$ cat config.mk
export PLATFORM = sky130hd
export DESIGN_NAME = gpio_chg_irq
export DESIGN_NICKNAME = d
export VERILOG_FILES = /design/src/rtl/gpx_pkg.sv /design/src/rtl/gpx_sync.sv /design/src/rtl/gpx_regs.sv /design/src/rtl/gpx_irq.sv /design/src/rtl/gpio_chg_irq.sv
export SDC_FILE = /design/constraint.sdc
export NUM_CORES = 1
export LEC_CHECK = 0
export BUFFER_PORTS_ARGS = -buffer_cell sky130_fd_sc_hd__buf_4
export CAP_MARGIN = 20
export CORE_ASPECT_RATIO = 0.6
export CORE_MARGIN = 2
export CORE_UTILIZATION = 43
export DETAILED_ROUTE_END_ITERATION = 10
export GPL_ROUTABILITY_DRIVEN = 0
export PLACE_DENSITY = 0.75
export SETUP_SLACK_MARGIN = 0.15
export SYNTH_ARGS = -nofsm -noshare
export SYNTH_HDL_FRONTEND = slang
export SYNTH_HIERARCHICAL = 1
export SYNTH_SLANG_ARGS = --single-unit
$ cat constraint.sdc
create_clock -name clk -period 1.55 [get_ports clk]
set_input_delay 0.31 -clock clk [delete_from_list [all_inputs] [get_ports clk]]
set_output_delay 0.31 -clock clk [all_outputs]
set_load 0.05 [all_outputs]
$ cat src/rtl/gpx_pkg.sv
package gpx_pkg;
   localparam int GPX_AW = 3;

   typedef enum logic [GPX_AW-1:0] {
      A_CTL  = 3'd0,
      A_DIR  = 3'd1,
      A_OUT  = 3'd2,
      A_IEN  = 3'd3,
      A_STAT = 3'd4
   } gpx_addr_e;
endpackage

$ cat src/rtl/gpx_sync.sv
module gpx_sync #(
   parameter int NPINS       = 8,
   parameter int SYNC_STAGES = 2
) (
   input  logic             clk,
   input  logic             rst_n,
   input  logic [NPINS-1:0] pin_in,
   input  logic [NPINS-1:0] dir_q,
   output logic [NPINS-1:0] edge_vec
);
   logic [NPINS-1:0] sync_lvl;
   logic [NPINS-1:0] prev_lvl;

   for (genvar g = 0; g < NPINS; g++) begin : g_pin
      logic [SYNC_STAGES-1:0] chain;

      always_ff @(posedge clk or negedge rst_n) begin
         if (!rst_n) chain <= '0;
         else        chain <= {chain[SYNC_STAGES-2:0], pin_in[g]};
      end

      assign sync_lvl[g] = chain[SYNC_STAGES-1];
   end

   always_ff @(posedge clk or negedge rst_n) begin
      if (!rst_n) prev_lvl <= '0;
      else        prev_lvl <= sync_lvl;
   end

   assign edge_vec = (sync_lvl ^ prev_lvl) & ~dir_q;
endmodule

$ cat src/rtl/gpx_regs.sv
module gpx_regs
   import gpx_pkg::*;
#(
   parameter int NPINS   = 8,
   parameter int GIE_BIT = 2,
   parameter int POL_BIT = 0
) (
   input  logic              clk,
   input  logic              rst_n,
   input  logic              bus_wr,
   input  logic              bus_rd,
   input  logic [GPX_AW-1:0] bus_addr,
   input  logic [NPINS-1:0]  bus_wdata,
   input  logic [NPINS-1:0]  edge_vec,
   output logic [NPINS-1:0]  bus_rdata,
   output logic [NPINS-1:0]  dir_q,
   output logic [NPINS-1:0]  out_q,
   output logic [NPINS-1:0]  ien_q,
   output logic [NPINS-1:0]  stat_q,
   output logic              ctl_gie,
   output logic              ctl_pol,
   output logic              rd_stat
);
   logic [NPINS-1:0] rd_mux;
   logic [NPINS-1:0] ctl_view;

   assign rd_stat = bus_rd && (gpx_addr_e'(bus_addr) == A_STAT);

   always_comb begin
      ctl_view          = '0;
      ctl_view[GIE_BIT] = ctl_gie;
      ctl_view[POL_BIT] = ctl_pol;
   end

   always_comb begin
      case (gpx_addr_e'(bus_addr))
         A_CTL:   rd_mux = ctl_view;
         A_DIR:   rd_mux = dir_q;
         A_OUT:   rd_mux = out_q;
         A_IEN:   rd_mux = ien_q;
         A_STAT:  rd_mux = stat_q;
         default: rd_mux = '0;
      endcase
   end

   always_ff @(posedge clk or negedge rst_n) begin
      if (!rst_n) begin
         dir_q   <= '0;
         out_q   <= '0;
         ien_q   <= '0;
         ctl_gie <= 1'b0;
         ctl_pol <= 1'b0;
      end else if (bus_wr) begin
         case (gpx_addr_e'(bus_addr))
            A_CTL: begin
               ctl_gie <= bus_wdata[GIE_BIT];
               ctl_pol <= bus_wdata[POL_BIT];
            end
            A_DIR:   dir_q <= bus_wdata;
            A_OUT:   out_q <= bus_wdata;
            A_IEN:   ien_q <= bus_wdata;
            default: ;
         endcase
      end
   end

   always_ff @(posedge clk or negedge rst_n) begin
      if (!rst_n) stat_q <= '0;
      else        stat_q <= (rd_stat ? '0 : stat_q) | edge_vec;
   end

   always_ff @(posedge clk or negedge rst_n) begin
      if (!rst_n)      bus_rdata <= '0;
      else if (bus_rd) bus_rdata <= rd_mux;
   end
endmodule

$ cat src/rtl/gpx_irq.sv
module gpx_irq #(
   parameter int NPINS = 8
) (
   input  logic             ctl_gie,
   input  logic             ctl_pol,
   input  logic [NPINS-1:0] stat_q,
   input  logic [NPINS-1:0] ien_q,
   output logic             irq
);
   logic req;

   assign req = ctl_gie && |(stat_q & ien_q);
   assign irq = ctl_pol ? req : ~req;
endmodule

$ cat src/rtl/gpio_chg_irq.sv
module gpio_chg_irq
   import gpx_pkg::*;
#(
   parameter int NPINS       = 8,
   parameter int SYNC_STAGES = 2,
   parameter int GIE_BIT     = 2,
   parameter int POL_BIT     = 0
) (
   input  logic              clk,
   input  logic              rst_n,
   input  logic              bus_wr,
   input  logic              bus_rd,
   input  logic [GPX_AW-1:0] bus_addr,
   input  logic [NPINS-1:0]  bus_wdata,
   output logic [NPINS-1:0]  bus_rdata,
   input  logic [NPINS-1:0]  pin_in,
   output logic [NPINS-1:0]  pin_out,
   output logic [NPINS-1:0]  pin_oe,
   output logic              irq
);
   if (SYNC_STAGES < 2) begin : g_bad_sync
      $error("SYNC_STAGES must be at least 2");
   end
   if (GIE_BIT >= NPINS || POL_BIT >= NPINS || GIE_BIT == POL_BIT) begin : g_bad_ctl
      $error("control bit positions must be distinct and inside the data width");
   end

   logic [NPINS-1:0] edge_vec;
   logic [NPINS-1:0] dir_q;
   logic [NPINS-1:0] out_q;
   logic [NPINS-1:0] ien_q;
   logic [NPINS-1:0] stat_q;
   logic             ctl_gie;
   logic             ctl_pol;
   logic             rd_stat;

   gpx_sync #(.NPINS(NPINS), .SYNC_STAGES(SYNC_STAGES)) u_sync (
      .clk      (clk),
      .rst_n    (rst_n),
      .pin_in   (pin_in),
      .dir_q    (dir_q),
      .edge_vec (edge_vec)
   );

   gpx_regs #(.NPINS(NPINS), .GIE_BIT(GIE_BIT), .POL_BIT(POL_BIT)) u_regs (
      .clk       (clk),
      .rst_n     (rst_n),
      .bus_wr    (bus_wr),
      .bus_rd    (bus_rd),
      .bus_addr  (bus_addr),
      .bus_wdata (bus_wdata),
      .edge_vec  (edge_vec),
      .bus_rdata (bus_rdata),
      .dir_q     (dir_q),
      .out_q     (out_q),
      .ien_q     (ien_q),
      .stat_q    (stat_q),
      .ctl_gie   (ctl_gie),
      .ctl_pol   (ctl_pol),
      .rd_stat   (rd_stat)
   );

   gpx_irq #(.NPINS(NPINS)) u_irq (
      .ctl_gie (ctl_gie),
      .ctl_pol (ctl_pol),
      .stat_q  (stat_q),
      .ien_q   (ien_q),
      .irq     (irq)
   );

   assign pin_oe  = dir_q;
   assign pin_out = out_q & dir_q;
endmodule

==> results.md <==
- Seq pwr share: 39.9%
- Routed WL per cell: 16.4 um
- Status: finished, violations left
- Via count: 1839
- Pins Over Slew Limit: 0
- Die area: 0.00693 mm^2
- Critical path's top delay family: compound AO/OA/AOI/OAI gates
- Synth warn: 6
- Reg clk slew, reported paths: 0.07 ns
- Hold Fails Final Rpt: 0
- Power per Cell Area: 1440 mW/mm^2
- Failing checks: negative setup slack
- GRT Total Usage: 19.7%
- Final worst slack: -0.317 ns
- Initial antenna violation count: 0
- Pint: 3.73 mW
- Vias in the first global route: 1914
- R2R Setup Slk: 0.16 ns
- Core Box Area: 0.00608 mm^2
- Ant diodes: 0
- FF-to-FF path depth: 4
- Port bufs: 47
- Layout Cells excl Fill: 366
- CP startpoint kind: register
- CP Max Fanout: 3
- Clk pwr share: 29.2%
- Drt via density: 5.02
- CTS sink count: 66
- Switch Pwr: 1.69 mW
- Hold Path Sink: u_sync/g_pin[6].chain[0]
- Sw Share: 31.2%
- Nets: 300
- First-pass GRT wire length: 9960 um
- Drc violations: 0
- Layout fillers: 477
- GRT Max-Usage Layer: met2
- CTS H-tree lvls: 3
- Final WL: 6010 um
- Worst-skew pair later-pin latency: 0.34 ns
- Placed cells: 324
- Chip width: 106 um
- VDD IR max: 807 uV
- DRT antenna net count: 0
- Normalized max-slew margin: 71.3%
- Maximum clock rate: 536 MHz
- Final min period: 1.87 ns
- Setup CP Type: register to primary output
- Fin Setup TNS: -0.317 ns
- FP Rows: 22
- Reg-to-Reg Start: u_regs/out_q[3]
- Initial Utilization: 44.2%
- Critical Path, Cell by Cell: a22oi_2 -> a41oi_2 -> xnor2_4 -> buf_6
- Power Total: 5.42 mW
- Bufs and invs on worst path: 1
- Combinational share of power: 30.9%
- Area of the mapped netlist: 0.00269 mm^2
- Die height: 65.3 um
- Crit. End Element: primary output
- Met3 usage: 7.44%
- CP max stage delay: 0.41 ns
- Crit path arrival time: 1.56 ns
- Gr ovfl total: 0
- Syn nets: 211
- FF/Latch Area: 0.00165 mm^2
- HPWL after DPL: 3990 um
- Final core occ: 61.9%
- Max-Cap Viols: 0
- Avg Cell Area, Syn: 14.3 um^2
- Final setup fails: 1
- Share of layout cells above drive strength 1: 53.5%
- Iter 0 DRT Violations: 108
- RSZ-0062 raised after global routing: true
- Tcrit/Tclk final: 120%
- Critical R2R Capture: u_regs/bus_rdata[3]
- Worst path slowest cell: dfrtp_1
- CTS tree: built
- Cells on Worst Hold Path: 1
- Clk buf depth: 2
- Slew @ Worst Pin: 0.431 ns
- Critical Path RT: 1.24 ns
- GR met1 Demand/Resource: 26.6%
- Pre-CTS setup slack: 0.0133 ns
- Worst Skew: 0.00243 ns
- IO Pins: 48
- Multi-input combinational cell area: 0.00101 mm^2
- Gate Count Post-Synth: 188
- Largest net degree at the start of global routing: 33
- Drt pass-1 iters: 5
- Area grow syn2layout: 40.1%
- CTS buffer count: 9
- CTS root buf: clkbuf_8
- Leak: 1.70 nW
- Met2 usage: 29.7%
- Hold_sp: pin_in[6]
- Hold Crit Class: input pin to register
==> worst register-to-register path, delay by kind of cell (launching register included) <==
kind	cells	cell delay [ns]
compound gates	2	0.47
buf+inv	1	0.13
flops	1	0.40
mux	1	0.26
==> final cells by class <==
type                            instances  share of cell area (%)
Clock buffer                           11                    3.75
Clock inverter                          5                    2.06
Inverter                                7                   0.697
Multi-Input combinational cell        109                    26.8
Sequential cell                        66                    43.9
Tap cell                               84                    2.79
Timing Repair Buffer                   84                    20.1
==> layout by cell type (no fill, tap or decap), types with 2 or more instances in the layout <==
cell        n
a21o_1      8
a21oi_1     2
a222oi_1    6
a22oi_2     3
and2_4      8
buf_12      3
buf_4      66
buf_6       5
buf_8       9
bufinv_16   2
clkbuf_8   10
clkinv_2    2
dfrtp_1    65
inv_1       7
mux2_2     32
nand2_1     2
nand2b_1    2
nand3b_1    2
nor2_1     10
nor3b_4     2
o21a_1      2
o22ai_1     6
xnor2_1     8
==> worst max path at each step <==
stage                           from              end  depth (start not counted)
floorplan           u_regs/stat_q[0]              irq                          3
global placement    u_regs/stat_q[0]              irq                          4
detailed placement       bus_addr[2]  u_regs/out_q[4]                          5
CTS                 u_regs/stat_q[4]              irq                          4
global route        u_regs/stat_q[4]              irq                          4
finish              u_regs/stat_q[4]              irq                          4
==> per-layer routing <==
layer  vias to the layer above  share of wire [%]
met5                         -                  0
met4                         0               0.48
met3                         4                6.8
met2                        63                 45
met1                       916                 47
li1                        856                  -
==> power groups by stage <==
stage	sequential [mW]	clock, mW	combinational [mW]
after global routing	2.19	1.69	1.77
after floorplan	2.40	0	0.668
after detailed placement	2.23	0	1.28
final	2.16	1.58	1.67
after CTS	2.15	1.62	1.60
after global placement	2.22	0	1.26
==> sequential cells by signal, indices dropped and copies added (netlist names) <==
signal,flops
u_regs/bus_rdata,8
u_regs/out_q,8
u_sync/g_pin.chain,16
u_regs/ctl_gie,1
u_regs/ctl_pol,1
u_regs/dir_q,8
u_regs/stat_q,8
u_regs/ien_q,8
u_sync/prev_lvl,8
==> through the flow <==
stage / hold slack (ns) / cell area [um^2]
final: 0.0673 / 3770
after global routing: 0.0397 / 3770
after CTS: 0.0456 / 3710
after detailed placement: 0.250 / 3250
after global placement: 0.247 / 3250
after floorplan: 0.0144 / 2720
==> timing repair <==
item	in CTS	in global routing
setup endpoints to repair	9	13
setup buffers	24	1
hold buffers	1	0
endpoints found under the hold margin	25	0
gates resized for setup	17	16
pin swaps	1	4
Power figures use the tool's default switching activity.
